File: src/rtl/thr_pkg.sv
package thr_pkg;
    typedef enum logic [0:0] {
        ST_ACTIVE = 1'b0,
        ST_STALL  = 1'b1
    } thr_state_e;
endpackage

File: src/rtl/thr_window_fsm.sv
module thr_window_fsm
    import thr_pkg::*;
#(
    parameter int WIN_LEN = 10000,
    parameter int CNT_W   = $clog2(WIN_LEN + 1)
) (
    input  logic             clk,
    input  logic             rst_n,
    input  logic [CNT_W-1:0] budget,
    output logic             active,
    output logic             win_last
);
    localparam logic [CNT_W-1:0] LAST_IDX = CNT_W'(WIN_LEN - 1);

    logic [CNT_W-1:0] wcnt;
    thr_state_e       state, state_nxt;

    assign win_last = (wcnt == LAST_IDX);

    // cycle index inside the window
    always_ff @(posedge clk) begin
        if (!rst_n)        wcnt <= '0;
        else if (win_last) wcnt <= '0;
        else               wcnt <= wcnt + CNT_W'(1);
    end

    // state register
    always_ff @(posedge clk) begin
        if (!rst_n) state <= ST_ACTIVE;
        else        state <= state_nxt;
    end

    // transitions
    always_comb begin
        state_nxt = state;
        unique case (state)
            ST_ACTIVE: begin
                if (win_last)                          state_nxt = ST_ACTIVE;
                else if ((wcnt + CNT_W'(1)) >= budget) state_nxt = ST_STALL;
            end
            ST_STALL: begin
                if (win_last) state_nxt = ST_ACTIVE;
            end
            default: state_nxt = ST_ACTIVE;
        endcase
    end

    // outputs
    always_comb begin
        active = 1'b0;
        unique case (state)
            ST_ACTIVE: active = 1'b1;
            ST_STALL:  active = 1'b0;
            default:   active = 1'b0;
        endcase
    end
endmodule

File: src/rtl/thr_access_cnt.sv
module thr_access_cnt #(
    parameter int CNT_W = 14
) (
    input  logic             clk,
    input  logic             rst_n,
    input  logic             fire,
    input  logic             is_wr,
    input  logic             win_last,
    output logic [CNT_W-1:0] rd_tot,
    output logic [CNT_W-1:0] wr_tot
);
    logic [CNT_W-1:0] rd_cnt, wr_cnt;

    // totals include the transfer of the current cycle
    assign rd_tot = rd_cnt + CNT_W'(fire && !is_wr);
    assign wr_tot = wr_cnt + CNT_W'(fire &&  is_wr);

    always_ff @(posedge clk) begin
        if (!rst_n || win_last) begin
            rd_cnt <= '0;
            wr_cnt <= '0;
        end else begin
            rd_cnt <= rd_tot;
            wr_cnt <= wr_tot;
        end
    end
endmodule

File: src/rtl/thr_budget_calc.sv
module thr_budget_calc #(
    parameter int WIN_LEN = 10000,
    parameter int CNT_W   = $clog2(WIN_LEN + 1),
    parameter int PWR_W   = 20,
    parameter int WT_W    = 8,
    parameter int GAIN_W  = 12,
    parameter int SHIFT_W = 6
) (
    input  logic                     [CNT_W-1:0]   budget,
    input  logic                     [CNT_W-1:0]   rd_tot,
    input  logic                     [CNT_W-1:0]   wr_tot,
    input  logic                     [PWR_W-1:0]   cfg_setpoint,
    input  logic                     [PWR_W-1:0]   cfg_base,
    input  logic                     [WT_W-1:0]    cfg_rd_wt,
    input  logic                     [WT_W-1:0]    cfg_wr_wt,
    input  logic signed              [GAIN_W-1:0]  cfg_gain,
    input  logic                     [SHIFT_W-1:0] cfg_shift,
    input  logic                     [CNT_W-1:0]   cfg_min_budget,
    output logic                     [CNT_W-1:0]   budget_nxt
);
    localparam int EST_W  = PWR_W + WT_W + CNT_W + 2;
    localparam int ERR_W  = EST_W + 1;
    localparam int PROD_W = ERR_W + GAIN_W;
    localparam int SUM_W  = PROD_W + 1;
    localparam logic [CNT_W-1:0] WIN_C = CNT_W'(WIN_LEN);

    logic        [EST_W-1:0]  est;
    logic signed [ERR_W-1:0]  err;
    logic signed [PROD_W-1:0] prod, delta;
    logic signed [SUM_W-1:0]  sum, lo_s, hi_s;
    logic        [CNT_W-1:0]  lo;

    assign est = EST_W'(cfg_base)
               + EST_W'(cfg_rd_wt) * EST_W'(rd_tot)
               + EST_W'(cfg_wr_wt) * EST_W'(wr_tot);

    assign err   = $signed(ERR_W'(cfg_setpoint)) - $signed(ERR_W'(est));
    assign prod  = PROD_W'(err) * PROD_W'(cfg_gain);
    assign delta = prod >>> cfg_shift;
    assign sum   = SUM_W'(delta) + $signed(SUM_W'(budget));

    assign lo   = (cfg_min_budget == '0)   ? CNT_W'(1) :
                  (cfg_min_budget > WIN_C) ? WIN_C : cfg_min_budget;
    assign lo_s = $signed(SUM_W'(lo));
    assign hi_s = $signed(SUM_W'(WIN_C));

    always_comb begin
        if (sum < lo_s)      budget_nxt = lo;
        else if (sum > hi_s) budget_nxt = WIN_C;
        else                 budget_nxt = CNT_W'(sum);
    end
endmodule

File: src/rtl/mem_throttle_top.sv
module mem_throttle_top #(
    parameter int WIN_LEN = 10000,
    parameter int CNT_W   = $clog2(WIN_LEN + 1),
    parameter int CMD_W   = 32,
    parameter int PWR_W   = 20,
    parameter int WT_W    = 8,
    parameter int GAIN_W  = 12,
    parameter int SHIFT_W = 6
) (
    input  logic                     clk,
    input  logic                     rst_n,
    input  logic                     up_valid,
    output logic                     up_ready,
    input  logic                     up_is_write,
    input  logic        [CMD_W-1:0]  up_cmd,
    output logic                     dn_valid,
    input  logic                     dn_ready,
    output logic                     dn_is_write,
    output logic        [CMD_W-1:0]  dn_cmd,
    input  logic        [PWR_W-1:0]  cfg_setpoint,
    input  logic        [PWR_W-1:0]  cfg_base,
    input  logic        [WT_W-1:0]   cfg_rd_wt,
    input  logic        [WT_W-1:0]   cfg_wr_wt,
    input  logic signed [GAIN_W-1:0] cfg_gain,
    input  logic        [SHIFT_W-1:0] cfg_shift,
    input  logic        [CNT_W-1:0]  cfg_min_budget,
    output logic        [CNT_W-1:0]  budget_o
);
    logic             active, win_last, fire;
    logic [CNT_W-1:0] rd_tot, wr_tot, budget_nxt, budget_q;

    assign up_ready    = active && dn_ready;
    assign dn_valid    = active && up_valid;
    assign dn_is_write = up_is_write;
    assign dn_cmd      = up_cmd;
    assign fire        = up_valid && up_ready;
    assign budget_o    = budget_q;

    thr_window_fsm #(.WIN_LEN(WIN_LEN), .CNT_W(CNT_W)) i_fsm (
        .clk      (clk),
        .rst_n    (rst_n),
        .budget   (budget_q),
        .active   (active),
        .win_last (win_last)
    );

    thr_access_cnt #(.CNT_W(CNT_W)) i_cnt (
        .clk      (clk),
        .rst_n    (rst_n),
        .fire     (fire),
        .is_wr    (up_is_write),
        .win_last (win_last),
        .rd_tot   (rd_tot),
        .wr_tot   (wr_tot)
    );

    thr_budget_calc #(
        .WIN_LEN(WIN_LEN), .CNT_W(CNT_W), .PWR_W(PWR_W),
        .WT_W(WT_W), .GAIN_W(GAIN_W), .SHIFT_W(SHIFT_W)
    ) i_calc (
        .budget         (budget_q),
        .rd_tot         (rd_tot),
        .wr_tot         (wr_tot),
        .cfg_setpoint   (cfg_setpoint),
        .cfg_base       (cfg_base),
        .cfg_rd_wt      (cfg_rd_wt),
        .cfg_wr_wt      (cfg_wr_wt),
        .cfg_gain       (cfg_gain),
        .cfg_shift      (cfg_shift),
        .cfg_min_budget (cfg_min_budget),
        .budget_nxt     (budget_nxt)
    );

    always_ff @(posedge clk) begin
        if (!rst_n)        budget_q <= CNT_W'(WIN_LEN);
        else if (win_last) budget_q <= budget_nxt;
    end
endmodule

File: config.mk
export PLATFORM = sky130hd
export DESIGN_NAME = mem_throttle_top
export DESIGN_NICKNAME = d
export VERILOG_FILES = /design/src/rtl/thr_pkg.sv /design/src/rtl/thr_window_fsm.sv /design/src/rtl/thr_access_cnt.sv /design/src/rtl/thr_budget_calc.sv /design/src/rtl/mem_throttle_top.sv
export SDC_FILE = /design/constraint.sdc
export NUM_CORES = 2
export LEC_CHECK = 0
export ABC_AREA = 1
export BUFFER_PORTS_ARGS = -buffer_cell sky130_fd_sc_hd__buf_2
export CAP_MARGIN = 20
export CORE_ASPECT_RATIO = 1.25
export CORE_MARGIN = 2
export CORE_UTILIZATION = 44
export DETAILED_ROUTE_END_ITERATION = 16
export GPL_TIMING_DRIVEN = 0
export HOLD_SLACK_MARGIN = 0.1
export PLACE_DENSITY = 0.68
export SYNTH_ARGS = -nofsm -noshare
export SYNTH_HDL_FRONTEND = slang
export SYNTH_SLANG_ARGS = --single-unit
File: constraint.sdc
create_clock -name clk -period 42 [get_ports clk]
set_input_delay 2.1 -clock clk [delete_from_list [all_inputs] [get_ports clk]]
set_output_delay 2.1 -clock clk [all_outputs]
set_load 0.05 [all_outputs]
== Word-level counts from Yosys, hierarchy flattened ==
Cells that the tools add are included.

* Word-level logic and storage cells: 42
* Bits in registers: 57

* Add/subtract/negate cells: 7
* Mux-type cells: 9
* Eq/ne operators: 1
* Multipliers: 3
* Magnitude comparators: 4
* Shifts and indexed selects: 1
* Bitwise logic cells: 2
* Reductions and logical operators: 10

{| class="wikitable"
|+ Operators by type and width
! kind !! number
|-
| 57-bit by 15-bit adder with 58-bit output || 1
|-
| 58-bit by 15-bit > comparator with 1-bit output (second input constant) || 1
|-
| 58-bit by 15-bit less-than comparator with 1-bit output || 1
|-
| 45-bit by 12-bit multiplier with 57-bit output || 1
|-
| 57-bit by 6-bit >>> shifter with 57-bit output || 1
|-
| 14-bit two-way mux || 4
|-
| 20-bit by 44-bit subtractor with 45-bit output || 1
|-
| 44-bit by 22-bit adder with 44-bit output || 1
|-
| 8-bit by 14-bit multiplier with 22-bit output || 2
|-
| 14-bit by 1-bit adder with 14-bit output || 2
|-
| 20-bit by 22-bit adder with 23-bit output || 1
|-
| 14-bit by 1-bit adder with 14-bit output (second input constant) || 1
|-
| 14-bit == test (second input constant) || 1
|-
| 14-bit greater-or-equal comparator || 1
|-
| 14-bit > comparator (second input constant) || 1
|-
| 14-bit zero test || 1
|-
| 1-bit logical AND || 5
|-
| 1-bit one-hot mux with 2 select lines || 2
|-
| 1-bit two-way mux || 3
|-
| 1-bit zero test || 2
|-
| 1-bit inverter || 2
|-
| 2-bit OR reduction || 1
|-
| 1-bit logical OR || 1
|}

== Depth between registers and ports, before layout ==
* Word-level depth: 16
* Mapped depth: 125
* Gate-level depth less buffers: 124

== Hierarchy ==
A second synthesis with hierarchy kept.

* Cell total of the unflattened synthesis: 4050
* Area, all modules: 27734.1 um2

{| class="wikitable"
|+ By module, submodules not included
! module !! times used !! area an instance (um2) !! cells an instance !! sequential area each (um2)
|-
| thr_budget_calc || 1 || 24260.8 || 3531 || 0.0
|-
| thr_access_cnt || 1 || 1423.9 || 213 || 560.5
|-
| thr_window_fsm || 1 || 1236.2 || 189 || 300.3
|-
| mem_throttle_top || 1 || 813.3 || 117 || 280.3
|}

== Worst setup path after synthesis ==
OpenSTA, ideal clock, no wires.

* Path kind: input -> register
* Start: input up_valid
* End: register budget_q[13] (netlist: budget_o[13])
* Setup time: 0.115 ns
* Buffers on the path: 3
* Cell stages on the path: 110
* Arrival: 20.327 ns
* Slack: 21.558 ns
* Path through: inv_1 -> nor2_1 -> nand2_1 -> nor2_1 -> ha_1 -> nand3_1 -> nor2_1 -> inv_1 -> nor2_1 -> or2_2 -> nand2_1 -> inv_1 -> nand2_1 -> fa_1 -> fa_1 -> fa_1 -> fa_1 -> inv_1 -> [... 74 more ...] -> o21bai_1 -> a21o_1 -> nand2_4 -> nor2_8 -> nand2_4 -> nor2_8 -> nand3b_1 -> nand2_1 -> nand3_1 -> nor2_1 -> nand3_1 -> nor2_1 -> nand4_1 -> nand2_2 -> buf_6 -> nand3_1 -> nand2_1 -> nand2_1

* Word-level cells in the longest chain between the ends: 13

{| class="wikitable"
|+ RTL lines
! element !! line !! source
|-
| from (decl) || mem_throttle_top.sv:12 || <nowiki>input logic up_valid,</nowiki>
|-
| 1-bit logical AND * || mem_throttle_top.sv:36 || <nowiki>assign fire = up_valid && up_ready;</nowiki>
|-
| 1-bit logical AND || thr_access_cnt.sv:15 || <nowiki>assign rd_tot = rd_cnt + CNT_W'(fire && !is_wr);</nowiki>
|-
| 14-bit by 1-bit adder with 14-bit output || thr_access_cnt.sv:15 ||
|-
| 8-bit by 14-bit multiplier with 22-bit output || thr_budget_calc.sv:34 || <nowiki>+ EST_W'(cfg_rd_wt) * EST_W'(rd_tot)</nowiki>
|-
| 20-bit by 22-bit adder with 23-bit output || thr_budget_calc.sv:34 ||
|-
| 44-bit by 22-bit adder with 44-bit output * || thr_budget_calc.sv:35 || <nowiki>+ EST_W'(cfg_wr_wt) * EST_W'(wr_tot);</nowiki>
|-
| 20-bit by 44-bit subtractor with 45-bit output * || thr_budget_calc.sv:37 || <nowiki>assign err = $signed(ERR_W'(cfg_setpoint)) - $signed(ERR_W'(est));</nowiki>
|-
| 45-bit by 12-bit multiplier with 57-bit output * || thr_budget_calc.sv:38 || <nowiki>assign prod = PROD_W'(err) * PROD_W'(cfg_gain);</nowiki>
|-
| 57-bit by 6-bit >>> shifter with 57-bit output * || thr_budget_calc.sv:39 || <nowiki>assign delta = prod >>> cfg_shift;</nowiki>
|-
| 57-bit by 15-bit adder with 58-bit output * || thr_budget_calc.sv:40 || <nowiki>assign sum = SUM_W'(delta) + $signed(SUM_W'(budget));</nowiki>
|-
| 58-bit by 15-bit > comparator with 1-bit output || thr_budget_calc.sv:49 || <nowiki>else if (sum > hi_s) budget_nxt = WIN_C;</nowiki>
|-
| 14-bit two-way mux || thr_budget_calc.sv:49 ||
|-
| 14-bit two-way mux * || thr_budget_calc.sv:48 || <nowiki>if (sum < lo_s) budget_nxt = lo;</nowiki>
|-
| to (signal assigned) || mem_throttle_top.sv:75 || <nowiki>if (!rst_n) budget_q <= CNT_W'(WIN_LEN);</nowiki>
|-
| to (signal assigned) || mem_throttle_top.sv:76 || <nowiki>else if (win_last) budget_q <= budget_nxt;</nowiki>
|-
| to (decl) || mem_throttle_top.sv:30 || <nowiki>logic [CNT_W-1:0] rd_tot, wr_tot, budget_nxt, budget_q;</nowiki>
|}

Mark *: on every way between the ends. The rest lies on a longest branch, timed or not.
A chain may end at the register's enable or synchronous reset.

== Final worst setup path ==
Ends and elaborated chain as after synthesis.

==> impl_metrics.tcl <==
set metrics [dict create \
    fmaxAchievable_mhz 42.34 \
    synthesized_nets 6688 \
    detail_route.vias_per_cell 5.241 \
    cts.sinks 57 \
    rsz_0062_raised_after_global_routing "false" \
    crit_path_max_fanout 10 \
    post_synth_instance_area_sq_um 37850 \
    setup_total_negative_slack_ns 0 \
    root_buffer "sky130_fd_sc_hd__clkbuf_16" \
    yosys_warnings 0 \
    clock_skew_ns 0.008834 \
    pin_count_of_the_biggest_net_entering_global_routing 11 \
    boundaryPins 174 \
    critPathMaxStageDelay_ns 0.91 \
    port-buffer-count 133 \
    num-nets-final 6833 \
    detailed_place_hpwl_um 103800 \
    grt_util_all_layers 0.2739 \
    clock_transition_at_the_register_clock_pins_on_the_worst_setup_and_hold_paths_after_cts_ns 0.05 \
    max-slew-margin-rel 0.2027 \
    detailedRoute.firstPassIterationCount 6 \
    insertion_delay_ns 0.34 \
    crit_arrival_ns 23.86 \
    initial_antenna_violation_count 5 \
    dpl_worst_slack_ns 18.25 \
    core_area_sq_um 85430 \
    cap_violations 0 \
    cts-resized-gates 0 \
    status "finished clean" \
    drt_first_iter_violations 2684 \
    setup_violations 0 \
    post_synth_most_frequent_cells "sky130_fd_sc_hd__nand2_1, sky130_fd_sc_hd__inv_1, sky130_fd_sc_hd__nor2_1" \
    cp_common_cell "sky130_fd_sc_hd__nand2_1" \
    worst_min_delay_path_category "reg2reg" \
    totalWireLength_um 118500 \
    cts_setup_buffers 0 \
    synthTopCellsByArea "sky130_fd_sc_hd__fa_1, sky130_fd_sc_hd__nand2_1, sky130_fd_sc_hd__inv_1" \
    design.die.area_sq_um 88400 \
    post-route-min-period_ns 23.62 \
    grt_first_pass_wirelength_um 191800 \
    transition_at_the_pin_with_the_smallest_max_transition_slack_ns 1.192 \
    postSynthRegisterBits 57 \
    gpl.final_weighted_congestion 0.9900 \
    critPathLaunchType "input port" \
    setup.worst_path.class "in2reg" \
    timing.final.crit_share 0.5624 \
    postSynthAreaPerCell_sq_um 6.706 \
    worstSetupEndpointType "register" \
    drt.antenna.violating_nets 0 \
    via_count 36130 \
    cts-buffers-inserted 9 \
    htree_levels 3 \
    grt_pass1_vias 36970 \
    synth_top_area_cell "sky130_fd_sc_hd__fa_1" \
    syn_to_final_growth_pct 6.231 \
    clock_path_buffers 2 \
    yosysMostFrequentCell "sky130_fd_sc_hd__nand2_1" \
    globalRoute.totalOverflow 0 \
    route.detailed.drc 0 \
    die_width_um 266.3 \
    die_h_um 331.9 \
    portion_of_the_post_synthesis_area_used_by_sequential_elements 0.03015 \
    slew_violations 0 \
    tritoncts "yes" \
    critical-path-slowest-cell "sky130_fd_sc_hd__nor2_1" \
    number_of_enable_flip_flop_cells_after_synthesis 0 \
    fraction_of_final_layout_cells_with_drive_strength_greater_than_1 0.07111 \
    ys.flop_type "sky130_fd_sc_hd__dfxtp_1" \
    hold_viol_final 0 \
    netlist.area_leader.share 0.3417 \
    detail_route.wl_per_cell_um 17.19 \
    initial_utilization 0.4431 \
    synth_cell_types 60 \
    timing.final.ws_setup_ns 18.38 \
    floorplan.rows 120 \
    required_ns 42.24 \
    synth_cells 5644 \
    cts.hold.buffers_added 0 \
    synth-async-reset-ratio 0 \
]
cells in the final DEF, fill, tap and decap left out, types with 21 or more instances in the layout:
master                     count
sky130_fd_sc_hd__ha_1        273
sky130_fd_sc_hd__inv_1      1271
sky130_fd_sc_hd__xor2_1       79
sky130_fd_sc_hd__nand3_2      21
sky130_fd_sc_hd__nand2_2      32
sky130_fd_sc_hd__nand3_1     469
sky130_fd_sc_hd__nand2_1    1326
sky130_fd_sc_hd__nand4_1      54
sky130_fd_sc_hd__a21oi_1     156
sky130_fd_sc_hd__nor2_2       37
sky130_fd_sc_hd__inv_2        50
sky130_fd_sc_hd__dfxtp_1      57
sky130_fd_sc_hd__o21ai_0      77
sky130_fd_sc_hd__buf_2       173
sky130_fd_sc_hd__nor2_1      684
sky130_fd_sc_hd__xnor2_1      37
sky130_fd_sc_hd__fa_1        646
sky130_fd_sc_hd__clkbuf_1     96
sky130_fd_sc_hd__buf_4        36
critical path, delay by kind of cell:
kind | cells | cell delay (ns)
xor+xnor | 2 | 0.94
simple gates | 50 | 6.76
buf+inv | 10 | 1.04
fa+ha+maj | 19 | 8.91
compound gates | 20 | 4.05
path summary, 6_finish.rpt:
check | slack, ns | start | cells past startpoint | endpoint
setup / recovery | 18.38 | up_valid | 101 | budget_o[13]
setup reg to reg | 19.90 | i_fsm.state | 99 | budget_o[13]
hold / removal | 0.48 | i_fsm.wcnt[0] | 1 | i_fsm.wcnt[0]
hold reg to reg | 0.48 | i_fsm.wcnt[0] | 1 | i_fsm.wcnt[0]
per-stage QoR:
| stage | utilization | area [sq um] | hold slack, ns | instances |
|---|---|---|---|---|
| 3_3_place_gp | 0.4669 | 39890 | 0.4538 | 6875 |
| 2_1_floorplan | - | 37850 | 0.4290 | 5644 |
| 4_1_cts | 0.4706 | 40210 | 0.4784 | 6892 |
| 6_report | 0.4707 | 40210 | 0.4758 | 6893 |
| 5_1_grt | 0.4706 | 40210 | 0.5275 | 6892 |
| 3_5_place_dp | 0.4670 | 39900 | 0.4677 | 6876 |
state kept, by name, indices dropped and copies added (netlist names):
name,cells
i_fsm.state,1
i_cnt.wr_cnt,14
i_cnt.rd_cnt,14
i_fsm.wcnt,14
budget_o,14
kinds of logic after synthesis:
| logic type | share of synthesized area |
|---|---|
| simple gates | 0.3045 |
| mux | 0.002645 |
| xor+xnor | 0.02684 |
| fa+ha+maj | 0.4319 |
| flops | 0.03015 |
| buf+inv | 0.1569 |
| compound gates | 0.04704 |
metal layers:
layer,part of all wire,global-route usage
met1,0.39,0.3315
met4,0.055,0.1281
met2,0.50,0.4849
met3,0.061,0.02914
met5,0.00046,0
cell type report:
cell class,instances,area [sq um]
fillers,8811,45220
multi-input cells,4060,30770
inverters,1337,5021
well taps,1098,1374
flip-flops and latches,57,1141
plain buffers,190,917.1
repair buffers,134,673.1
clock buffers,14,274.0
clock inverters,2,35.03
diodes,1,2.502
Power is left out: the tool's default activity adds up to more than one toggle a clock period on the data nets, which glitch-free logic cannot reach.
